===== src/rtl/seg_xlate_pkg.sv =====
package seg_xlate_pkg;

  typedef enum logic [1:0] {
    KIND_READ  = 2'b00,
    KIND_WRITE = 2'b01,
    KIND_FETCH = 2'b10,
    KIND_READ2 = 2'b11
  } kind_e;

  typedef enum logic [2:0] {
    FLT_NONE   = 3'd0,
    FLT_LIMIT  = 3'd1,
    FLT_RDONLY = 3'd2,
    FLT_XONLY  = 3'd3,
    FLT_LEGACY = 3'd4,
    FLT_BADSEG = 3'd5
  } fault_e;

endpackage


===== src/rtl/seg_xlate_cache.sv =====
module seg_xlate_cache #(
  parameter int ADDR_W = 32,
  parameter int SEL_W  = 16,
  parameter int NSEG   = 6,
  parameter int IDX_W  = 3
) (
  input  logic              clk,
  input  logic              rst,
  input  logic              wr_en,
  input  logic [IDX_W-1:0]  wr_idx,
  input  logic [SEL_W-1:0]  wr_sel,
  input  logic [ADDR_W-1:0] wr_base,
  input  logic [ADDR_W-1:0] wr_limit,
  input  logic              wr_writable,
  input  logic              wr_xonly,
  input  logic [IDX_W-1:0]  rd_idx,
  output logic [SEL_W-1:0]  rd_sel,
  output logic [ADDR_W-1:0] rd_base,
  output logic [ADDR_W-1:0] rd_limit,
  output logic              rd_writable,
  output logic              rd_xonly
);

  localparam logic [IDX_W-1:0] LAST_IDX = IDX_W'(NSEG - 1);

  logic [SEL_W-1:0]  sel_q   [NSEG];
  logic [ADDR_W-1:0] base_q  [NSEG];
  logic [ADDR_W-1:0] limit_q [NSEG];
  logic              wr_q    [NSEG];
  logic              xo_q    [NSEG];

  // one register slot per segment, reset to a flat writable segment
  for (genvar i = 0; i < NSEG; i++) begin : g_slot
    always_ff @(posedge clk) begin
      if (rst) begin
        sel_q[i]   <= '0;
        base_q[i]  <= '0;
        limit_q[i] <= '1;
        wr_q[i]    <= 1'b1;
        xo_q[i]    <= 1'b0;
      end else if (wr_en && (wr_idx == IDX_W'(i))) begin
        sel_q[i]   <= wr_sel;
        base_q[i]  <= wr_base;
        limit_q[i] <= wr_limit;
        wr_q[i]    <= wr_writable;
        xo_q[i]    <= wr_xonly;
      end
    end
  end

  logic [IDX_W-1:0] rd_safe;
  assign rd_safe = (rd_idx <= LAST_IDX) ? rd_idx : '0;

  always_comb begin
    rd_sel      = sel_q[rd_safe];
    rd_base     = base_q[rd_safe];
    rd_limit    = limit_q[rd_safe];
    rd_writable = wr_q[rd_safe];
    rd_xonly    = xo_q[rd_safe];
  end

endmodule


===== src/rtl/seg_xlate_legacy.sv =====
module seg_xlate_legacy #(
  parameter int ADDR_W = 32,
  parameter int SEL_W  = 16,
  parameter int LEG_W  = 20,
  parameter int SHIFT  = 4
) (
  input  logic [SEL_W-1:0]  seg_val,
  input  logic [ADDR_W-1:0] offset,
  output logic [ADDR_W-1:0] addr,
  output logic              range_flt
);

  localparam int SUM_W = ADDR_W + 1;

  logic [SUM_W-1:0] seg_ext;
  logic [SUM_W-1:0] sum;

  assign seg_ext   = {{(SUM_W - SEL_W){1'b0}}, seg_val} << SHIFT;
  assign sum       = seg_ext + {1'b0, offset};
  assign range_flt = |sum[SUM_W-1:LEG_W];
  assign addr      = {{(ADDR_W - LEG_W){1'b0}}, sum[LEG_W-1:0]};

endmodule


===== src/rtl/seg_xlate_prot.sv =====
module seg_xlate_prot
  import seg_xlate_pkg::*;
#(
  parameter int ADDR_W = 32
) (
  input  logic [ADDR_W-1:0] base,
  input  logic [ADDR_W-1:0] limit,
  input  logic              writable,
  input  logic              xonly,
  input  kind_e             kind,
  input  logic [ADDR_W-1:0] offset,
  output logic [ADDR_W-1:0] addr,
  output fault_e            fault
);

  logic [ADDR_W:0] sum;
  logic            over;
  logic            is_data;

  assign sum     = {1'b0, base} + {1'b0, offset};
  assign over    = sum > {1'b0, limit};
  assign is_data = (kind != KIND_FETCH);
  assign addr    = sum[ADDR_W-1:0];

  // rights faults outrank the limit compare
  always_comb begin
    if (xonly && is_data)                 fault = FLT_XONLY;
    else if (kind == KIND_WRITE && !writable) fault = FLT_RDONLY;
    else if (over)                        fault = FLT_LIMIT;
    else                                  fault = FLT_NONE;
  end

endmodule


===== src/rtl/seg_xlate.sv =====
module seg_xlate
  import seg_xlate_pkg::*;
#(
  parameter int ADDR_W = 32,
  parameter int SEL_W  = 16,
  parameter int LEG_W  = 20,
  parameter int SHIFT  = 4,
  parameter int NSEG   = 6,
  parameter int IDX_W  = 3,
  parameter int FLT_W  = 3
) (
  input  logic              clk,
  input  logic              rst,
  input  logic              ld_en,
  input  logic [IDX_W-1:0]  ld_idx,
  input  logic [SEL_W-1:0]  ld_sel,
  input  logic [ADDR_W-1:0] ld_base,
  input  logic [ADDR_W-1:0] ld_limit,
  input  logic              ld_writable,
  input  logic              ld_xonly,
  input  logic              req_valid,
  input  logic              req_prot,
  input  logic [IDX_W-1:0]  req_seg,
  input  logic [1:0]        req_kind,
  input  logic [ADDR_W-1:0] req_offset,
  output logic              rsp_ack,
  output logic              rsp_ok,
  output logic [ADDR_W-1:0] rsp_addr,
  output logic [FLT_W-1:0]  rsp_fault
);

  localparam logic [IDX_W-1:0] LAST_IDX = IDX_W'(NSEG - 1);
  localparam logic [IDX_W-1:0] CODE_IDX = '0;

  kind_e            kind;
  logic [IDX_W-1:0] eff_idx;
  logic             bad_seg;

  assign kind    = kind_e'(req_kind);
  assign eff_idx = (kind == KIND_FETCH) ? CODE_IDX : req_seg;
  assign bad_seg = eff_idx > LAST_IDX;

  logic [SEL_W-1:0]  c_sel;
  logic [ADDR_W-1:0] c_base;
  logic [ADDR_W-1:0] c_limit;
  logic              c_wr;
  logic              c_xo;

  seg_xlate_cache #(
    .ADDR_W(ADDR_W), .SEL_W(SEL_W), .NSEG(NSEG), .IDX_W(IDX_W)
  ) u_cache (
    .clk(clk), .rst(rst),
    .wr_en(ld_en), .wr_idx(ld_idx), .wr_sel(ld_sel), .wr_base(ld_base),
    .wr_limit(ld_limit), .wr_writable(ld_writable), .wr_xonly(ld_xonly),
    .rd_idx(eff_idx), .rd_sel(c_sel), .rd_base(c_base), .rd_limit(c_limit),
    .rd_writable(c_wr), .rd_xonly(c_xo)
  );

  logic [ADDR_W-1:0] leg_addr;
  logic              leg_flt;

  seg_xlate_legacy #(
    .ADDR_W(ADDR_W), .SEL_W(SEL_W), .LEG_W(LEG_W), .SHIFT(SHIFT)
  ) u_legacy (
    .seg_val(c_sel), .offset(req_offset), .addr(leg_addr), .range_flt(leg_flt)
  );

  logic [ADDR_W-1:0] pm_addr;
  fault_e            pm_fault;

  seg_xlate_prot #(.ADDR_W(ADDR_W)) u_prot (
    .base(c_base), .limit(c_limit), .writable(c_wr), .xonly(c_xo),
    .kind(kind), .offset(req_offset), .addr(pm_addr), .fault(pm_fault)
  );

  fault_e            fault_d;
  logic [ADDR_W-1:0] addr_d;

  always_comb begin
    if (bad_seg)       fault_d = FLT_BADSEG;
    else if (req_prot) fault_d = pm_fault;
    else if (leg_flt)  fault_d = FLT_LEGACY;
    else               fault_d = FLT_NONE;
    addr_d = req_prot ? pm_addr : leg_addr;
  end

  always_ff @(posedge clk) begin
    if (rst) begin
      rsp_ack   <= 1'b0;
      rsp_ok    <= 1'b0;
      rsp_addr  <= '0;
      rsp_fault <= '0;
    end else begin
      rsp_ack   <= req_valid;
      rsp_ok    <= req_valid && (fault_d == FLT_NONE);
      rsp_addr  <= (req_valid && fault_d == FLT_NONE) ? addr_d : '0;
      rsp_fault <= req_valid ? FLT_W'(fault_d) : '0;
    end
  end

endmodule


===== config.mk =====
export PLATFORM = sky130hd
export DESIGN_NAME = seg_xlate
export DESIGN_NICKNAME = d
export VERILOG_FILES = /design/src/rtl/seg_xlate_pkg.sv /design/src/rtl/seg_xlate_cache.sv /design/src/rtl/seg_xlate_legacy.sv /design/src/rtl/seg_xlate_prot.sv /design/src/rtl/seg_xlate.sv
export SDC_FILE = /design/constraint.sdc
export NUM_CORES = 1
export LEC_CHECK = 0
export BUFFER_PORTS_ARGS = -buffer_cell sky130_fd_sc_hd__buf_2
export CORE_MARGIN = 3
export CORE_UTILIZATION = 38
export CTS_BUF_LIST = sky130_fd_sc_hd__clkbuf_4 sky130_fd_sc_hd__clkbuf_8
export DETAILED_ROUTE_END_ITERATION = 6
export SETUP_SLACK_MARGIN = 0.1
export SYNTH_ARGS = -nofsm -noshare
export SYNTH_HDL_FRONTEND = slang
export SYNTH_SLANG_ARGS = --single-unit

===== constraint.sdc =====
create_clock -name clk -period 11.06 [get_ports clk]
set_input_delay 1.659 -clock clk [delete_from_list [all_inputs] [get_ports clk]]
set_output_delay 1.659 -clock clk [all_outputs]
set_load 0.02 [all_outputs]

Word level (Yosys, flattened, before mapping)
Memory sizes are Yosys's and may differ from the RTL's.
Index checks and enable logic that the tools add are counted.
{"block": "word_totals", "reg_bits": 37, "ramBits": 492, "inputBits": 127, "output_inout_bits": 37, "elab_cells": 131, "mem_count": 5}
{"memory": "u_cache.base_q", "depth": 6, "width": 32, "read_ports": 1, "rd_clocked_by_memory_dff": 0, "write_ports": 6, "line_no": "seg_xlate_cache.sv:27", "source": "logic [ADDR_W-1:0] base_q [NSEG];"}
{"memory": "u_cache.limit_q", "depth": 6, "width": 32, "read_ports": 1, "rd_clocked_by_memory_dff": 0, "write_ports": 6, "line_no": "seg_xlate_cache.sv:28", "source": "logic [ADDR_W-1:0] limit_q [NSEG];"}
{"memory": "u_cache.sel_q", "depth": 6, "width": 16, "read_ports": 1, "rd_clocked_by_memory_dff": 0, "write_ports": 6, "line_no": "seg_xlate_cache.sv:26", "source": "logic [SEL_W-1:0] sel_q [NSEG];"}
{"memory": "u_cache.wr_q", "depth": 6, "width": 1, "read_ports": 1, "rd_clocked_by_memory_dff": 0, "write_ports": 6, "line_no": "seg_xlate_cache.sv:29", "source": "logic wr_q [NSEG];"}
{"memory": "u_cache.xo_q", "depth": 6, "width": 1, "read_ports": 1, "rd_clocked_by_memory_dff": 0, "write_ports": 6, "line_no": "seg_xlate_cache.sv:30", "source": "logic xo_q [NSEG];"}
{"block": "classes", "addsub": 2, "magnitude_cmp": 3, "eq_ne": 8, "muxes": 59, "bitwise": 33, "n_reduce_logical": 16}
{"operator": "$mux 32", "n": 12}
{"operator": "$mux 16", "n": 6}
{"operator": "$add 20x32->33", "n": 1}
{"operator": "$add 32x32->33", "n": 1}
{"operator": "$gt 33x32->1", "n": 1}
{"operator": "$mux 1", "n": 33}
{"operator": "$or 1x1->1", "n": 30}
{"operator": "$mux 3", "n": 7}
{"operator": "$mux 20", "n": 1}
{"operator": "$reduce_or 13->1", "n": 1}
{"operator": "$logic_and 1x1->1", "n": 9}
{"operator": "$eq 3x2->1 const B", "n": 2}
{"operator": "$eq 3x3->1 const B", "n": 2}
{"operator": "$logic_not 3->1", "n": 2}
{"operator": "$reduce_or 2->1", "n": 2}
{"operator": "$eq 3x1->1 const B", "n": 1}
{"operator": "$gt 3x3->1 const B", "n": 1}
{"operator": "$le 3x3->1 const B", "n": 1}
{"operator": "$not 1->1", "n": 3}
{"operator": "$reduce_or 3->1", "n": 1}
{"operator": "$eq 2x1->1 const B", "n": 1}
{"operator": "$eq 2x2->1 const B", "n": 1}
{"operator": "$ne 2x2->1 const B", "n": 1}
{"operator": "$logic_not 1->1", "n": 1}

Depth between registers and ports, before layout
An unclocked memory read counts as a cell.
{"block": "logic_depth", "ltp_word": 16, "ltp_mapped": 30, "ltp_nobuf": 25}

Cells and area by module
Synthesis repeated with hierarchy kept, for this count alone.
{"block": "unflattened", "hier_cells": 2289, "area_unflattened_um2": 28310.9}
{"mod": "seg_xlate_cache", "n_inst": 1, "cells_each": 1634, "area_per_inst_um2": 23012.1, "seq_area_each_um2": 14764.2}
{"mod": "seg_xlate_prot", "n_inst": 1, "cells_each": 326, "area_per_inst_um2": 2362.3, "seq_area_each_um2": 0.0}
{"mod": "seg_xlate", "n_inst": 1, "cells_each": 127, "area_per_inst_um2": 1537.7, "seq_area_each_um2": 740.7}
{"mod": "seg_xlate_legacy", "n_inst": 1, "cells_each": 202, "area_per_inst_um2": 1398.8, "seq_area_each_um2": 0.0}

Worst setup path before layout
OpenSTA, ideal clock, no wires.
{"block": "synth_timing", "path_kind": "input to register", "from": "in req_seg[1]", "to": "reg rsp_addr[19]", "setup_time_ns": 0.075, "t_arrival_ns": 7.111, "slack_ns": 3.874, "stages": 26, "cell_sequence": "buf_2 nand2_1 and3_1 buf_2 clkbuf_1 clkbuf_1 buf_1 nand2_1 a31oi_1 ha_1 a2111o_1 a31o_2 o311ai_0 a21oi_1 o211ai_1 nand2_1 xor2_1 ha_1 and3_1 a211o_1 or4_1 o31ai_2 o2bb2ai_2 nand3_4 buf_2 a22oi_2"}
{"block": "synth_between", "elab_chain_cells": 15}
{"item": "start: declaration", "line_no": "seg_xlate.sv:23", "source": "input logic [IDX_W-1:0] req_seg,"}
{"item": "$mux 3 *", "line_no": "seg_xlate.sv:40", "source": "assign eff_idx = (kind == KIND_FETCH) ? CODE_IDX : req_seg;"}
{"item": "$le 3x3->1", "line_no": "seg_xlate_cache.sv:52", "source": "assign rd_safe = (rd_idx <= LAST_IDX) ? rd_idx : '0;"}
{"item": "$mux 3 *", "line_no": "seg_xlate_cache.sv:52"}
{"item": "$mem_v2 6x32 *"}
{"item": "$add 32x32->33 *", "line_no": "seg_xlate_prot.sv:20", "source": "assign sum = {1'b0, base} + {1'b0, offset};"}
{"item": "named net pm_addr[27]", "line_no": "seg_xlate.sv:68", "source": "logic [ADDR_W-1:0] pm_addr;"}
{"item": "$gt 33x32->1 *", "line_no": "seg_xlate_prot.sv:21", "source": "assign over = sum > {1'b0, limit};"}
{"item": "$mux 1 *", "line_no": "seg_xlate_prot.sv:29", "source": "else if (over) fault = FLT_LIMIT;"}
{"item": "$mux 3 *", "line_no": "seg_xlate_prot.sv:28", "source": "else if (kind == KIND_WRITE && !writable) fault = FLT_RDONLY;"}
{"item": "$mux 3 *", "line_no": "seg_xlate_prot.sv:27", "source": "if (xonly && is_data) fault = FLT_XONLY;"}
{"item": "$mux 3 *", "line_no": "seg_xlate.sv:81", "source": "else if (req_prot) fault_d = pm_fault;"}
{"item": "$mux 3 *", "line_no": "seg_xlate.sv:80", "source": "if (bad_seg) fault_d = FLT_BADSEG;"}
{"item": "$logic_not 3->1 *", "line_no": "seg_xlate.sv:96", "source": "rsp_addr <= (req_valid && fault_d == FLT_NONE) ? addr_d : '0;"}
{"item": "$logic_and 1x1->1 *", "line_no": "seg_xlate.sv:96"}
{"item": "$not 1->1 (no line) *"}
{"item": "$reduce_or 2->1 (no line) *"}
{"item": "end signal: assignment", "line_no": "seg_xlate.sv:96"}
{"item": "end: declaration", "line_no": "seg_xlate.sv:28", "source": "output logic [ADDR_W-1:0] rsp_addr,"}
Mark *: on every way through the listed nets, which the timed path passes. The rest lies on a longest branch.
A chain may end at the register's enable or synchronous reset.

Worst setup path in the final report
{"block": "layout_timing", "from": "in req_kind[0]", "to": "reg rsp_addr[6]"}
{"block": "layout_between", "elab_chain_cells": 16}
{"item": "start: declaration", "line_no": "seg_xlate.sv:24", "source": "input logic [1:0] req_kind,"}
{"item": "$eq 2x2->1 *", "line_no": "seg_xlate.sv:40"}
{"item": "$mux 3 *", "line_no": "seg_xlate.sv:40"}
{"item": "$le 3x3->1", "line_no": "seg_xlate_cache.sv:52"}
{"item": "$mux 3 *", "line_no": "seg_xlate_cache.sv:52"}
{"item": "$mem_v2 6x32 *"}
{"item": "$add 32x32->33 *", "line_no": "seg_xlate_prot.sv:20"}
{"item": "named net pm_addr[22]", "line_no": "seg_xlate.sv:68"}
{"item": "$gt 33x32->1 *", "line_no": "seg_xlate_prot.sv:21"}
{"item": "$mux 1 *", "line_no": "seg_xlate_prot.sv:29"}
{"item": "$mux 3 *", "line_no": "seg_xlate_prot.sv:28"}
{"item": "$mux 3 *", "line_no": "seg_xlate_prot.sv:27"}
{"item": "$mux 3 *", "line_no": "seg_xlate.sv:81"}
{"item": "$mux 3 *", "line_no": "seg_xlate.sv:80"}
{"item": "$logic_not 3->1 *", "line_no": "seg_xlate.sv:96"}
{"item": "$logic_and 1x1->1 *", "line_no": "seg_xlate.sv:96"}
{"item": "$not 1->1 (no line) *"}
{"item": "$reduce_or 2->1 (no line) *"}
Marks and branches as above.

==> flow_summary.yaml <==
status:
  status: "complete, no violations"
logic_synthesis:
  synth_ff_type: "edfxtp_1"
  syn_inst: 2574
  synth-xor-area-share_pct: 1.33
  synth_simple_gate_area_share_pct: 25.4
  synth_mux_area_share_pct: 0.814
  synth.top_cell.area_share_pct: 54.5
  syn-cell-area_um2: 27000
  synth-seq-area-share_pct: 57.3
  synth_cell_types: 76
  synth_most_common_cell: "nand2_1"
  syn_nets: 2783
  synth_top_family_by_area: "simple AND/OR/NAND/NOR gates"
  synth_seq_cells: 529
  synth_area_leaders: "edfxtp_1 (55%), nand2_1 (7.2%), and2_1 (6.8%)"
  yosys.area.top_type: "edfxtp_1"
  async_reset_ff_share_pct: 0
  syn_area_per_cell_um2: 10.5
  ys_top_cells_by_count: "nand2_1 (520), edfxtp_1 (491), and2_1 (295)"
  synth-compound-area-share_pct: 8.65
  synthAdderAreaFrac_pct: 3.85
  ys_warn_count: 0
  synth_edf_count: 491
critical_path:
  startpoint_type: "input port"
  cp_max_fo: 59
  worst_ep_arrival_time_ns: 9.42
  crit_start: "req_kind[0]"
  path_class: "input port to flop"
  crit_path_end_kind: "flop"
  cp.required_ns: 11.63
  reg2reg_from: "u_cache.base_q[0][0]"
final_layout:
  final_nets: 2904
  multi_input_area_um2: 10900
  fill_cells: 6640
  design_area_um2: 30600
  seqCellArea_um2: 15500
  syn_to_final_growth_pct: 13.1
  drive_gt1_share_pct: 13.9
route:
  via_count: 20400
  antenna_left: 0
  firstDrtPassIters: 5
  wirelength_um: 84500
  drc: 0
  drtIter0Drc: 1762
  via_per_inst: 5.49
  wl_per_cell_um: 22.8
timing:
  grt_setup_unrepaired: "no"
  tightest_slew_ns: 1.17
  setup_viol: 0
  final-max-slew-violation-count: 0
  min_period_over_period_pct: 80.0
  relSlewSlack_pct: 21.6
  clock_skew_ns: 0.0513
  fin_tns_setup_ns: 0
  hold_viol_final: 0
  fmax_ghz: 0.113
  fin_ws_ns: 2.21
  period_needed_ns: 8.85
  fin_hold_ws_ns: 0.707
cts:
  cts_setup_buffers: 0
  cts_tree: "yes"
  clk_pin_slew_ns: 0.06
  htree_num_levels: 3
  cts.repair.resized: 0
  holdBufCountCts: 0
  cts_inserted_buffers: 89
  clock_sinks: 529
  clk_latency_ns: 0.69
  root_buffer: "clkbuf_8"
  ctsLongestPathBuffers: 3
power_and_ir_drop:
  peakVddDrop_mv: 0.0707
  p_leak_uw: 0.0116
  power.density_nw_per_um2: 165
global_routing:
  grt_max_degree: 72
  grt_pass1_wl_um: 125000
  antenna_found_initial: 16
  grt_pass1_vias: 19900
  grt_usage_pct: 22.2
  grt-ovfl-total: 0
floorplanning:
  die_h_um: 273
  rows: 97
  dieArea_um2: 74400
  initial_core_util_pct: 38.5
  die-width_um: 273
  ios: 164
  core-area_um2: 70300
placed_design:
  placed_area_um2: 28800
  portBuffers: 163
  dpl.hpwl_um: 51500
  globalplace.congestion: 0.877
  dpl_worst_slack_ns: 1.87
worst_hold_path:
  hp-class: "flop to flop"
  worstHoldStart: "u_cache.wr_q[4]"
job:
  maxCapViolations: 0
## stage by stage
step           total power (uW)  util (%)  cells
4_1_cts                    5080      43.5   3703
2_1_floorplan              2990         -   2574
6_report                   5060      43.5   3711
5_1_grt                    5270      43.5   3708
3_3_place_gp               3300      41.0   3544
3_5_place_dp               3320      41.0   3544
## sequential cells by signal, summed over array words and instances (netlist names)
signal and count:
rsp_ack 1, rsp_addr 32, rsp_fault 3, rsp_ok 1, u_cache.base_q 192, u_cache.limit_q 192, u_cache.sel_q 96, u_cache.wr_q 6
u_cache.xo_q 6
## worst max-delay path: stages
cell and delay [ns]:
buf_2 0.15, nand2b_1 0.38, nand3_4 0.67, buf_4 0.54
nand2_1 0.13, nand3_1 0.08, a21oi_1 0.18, a31oi_1 0.07
ha_1 0.38, nor2b_1 0.17, o31ai_1 0.53, a211oi_1 0.30
nor3_1 0.42, nor2_1 0.15, o41ai_1 0.38, xnor2_1 0.22
ha_1 0.34, nand4_1 0.25, nor4_1 0.86, a21oi_1 0.21
o2bb2ai_2 0.48, nand3_4 0.41, a221oi_1 0.35
## per-layer routing
| layer | vias up | part of all wire, % | global-route usage, % |
|---|---|---|---|
| met2 | 773 | 46 | 35.5 |
| met5 | - | 0.089 | 0 |
| met4 | 10 | 2.5 | 7.30 |
| met3 | 150 | 7.8 | 4.65 |
| met1 | 9991 | 44 | 30.3 |
| li1 | 9467 | - | - |
## final timing paths
path / end / slack, ns / cells past startpoint
worst max-delay path: rsp_addr[6] / 2.21 / 23
worst min-delay path: u_cache.wr_q[4] / 0.71 / 2
worst max register to register: rsp_addr[6] / 4.61 / 21
worst min register to register: u_cache.wr_q[4] / 0.71 / 2
## power by group
group          switching (uW)  internal (uW)  total (uW)  leakage (uW)
combinational             626            311         937       0.00550
clock                     801            968        1770      0.000948
sequential               35.9           2320        2350       0.00511
## placed cells by master, fill, tap and decap left out, drive strengths merged, types with 6 or more instances in the layout
master / netlist / final
nand3: 158 / 158
nor2b: 14 / 14
and3: 45 / 45
or3: 132 / 132
a21o: 21 / 21
a211o: 6 / 6
o21ai: 61 / 61
xnor2: 26 / 26
a31oi: 86 / 86
mux2i: 22 / 22
and4: 12 / 12
ha: 80 / 80
and2: 295 / 295
dfxtp: 38 / 38
edfxtp: 491 / 491
nand4: 16 / 16
inv: 17 / 18
clkinv: 0 / 24
clkbuf: 155 / 132
nor2: 45 / 45
a211oi: 11 / 11
a21oi: 118 / 118
nand2b: 75 / 75
nand2: 520 / 520
buf: 15 / 200
nor3: 16 / 16
xor2: 15 / 15
diode: 0 / 8
## cells by family after synthesis
| logic type | after synthesis |
|---|---|
| buffers and inverters | 187 |
| multiplexers | 22 |
| AO/OA/AOI/OAI | 367 |
| XOR/XNOR | 41 |
| flip-flops | 529 |
| AND/OR/NAND/NOR | 1346 |
| adder cells (fa/ha/maj) | 82 |
## cell type report
class                           instances  share of cell area (%)
Antenna cell                            8                  0.0655
Clock buffer                          132                    5.22
Clock inverter                         27                   0.577
Inverter                               17                   0.209
Multi-Input combinational cell       1858                    35.8
Sequential cell                       529                    50.7
Tap cell                              940                    3.85
Timing Repair Buffer                  200                    3.58
No activity file was read; power rests on OpenSTA's default activity.
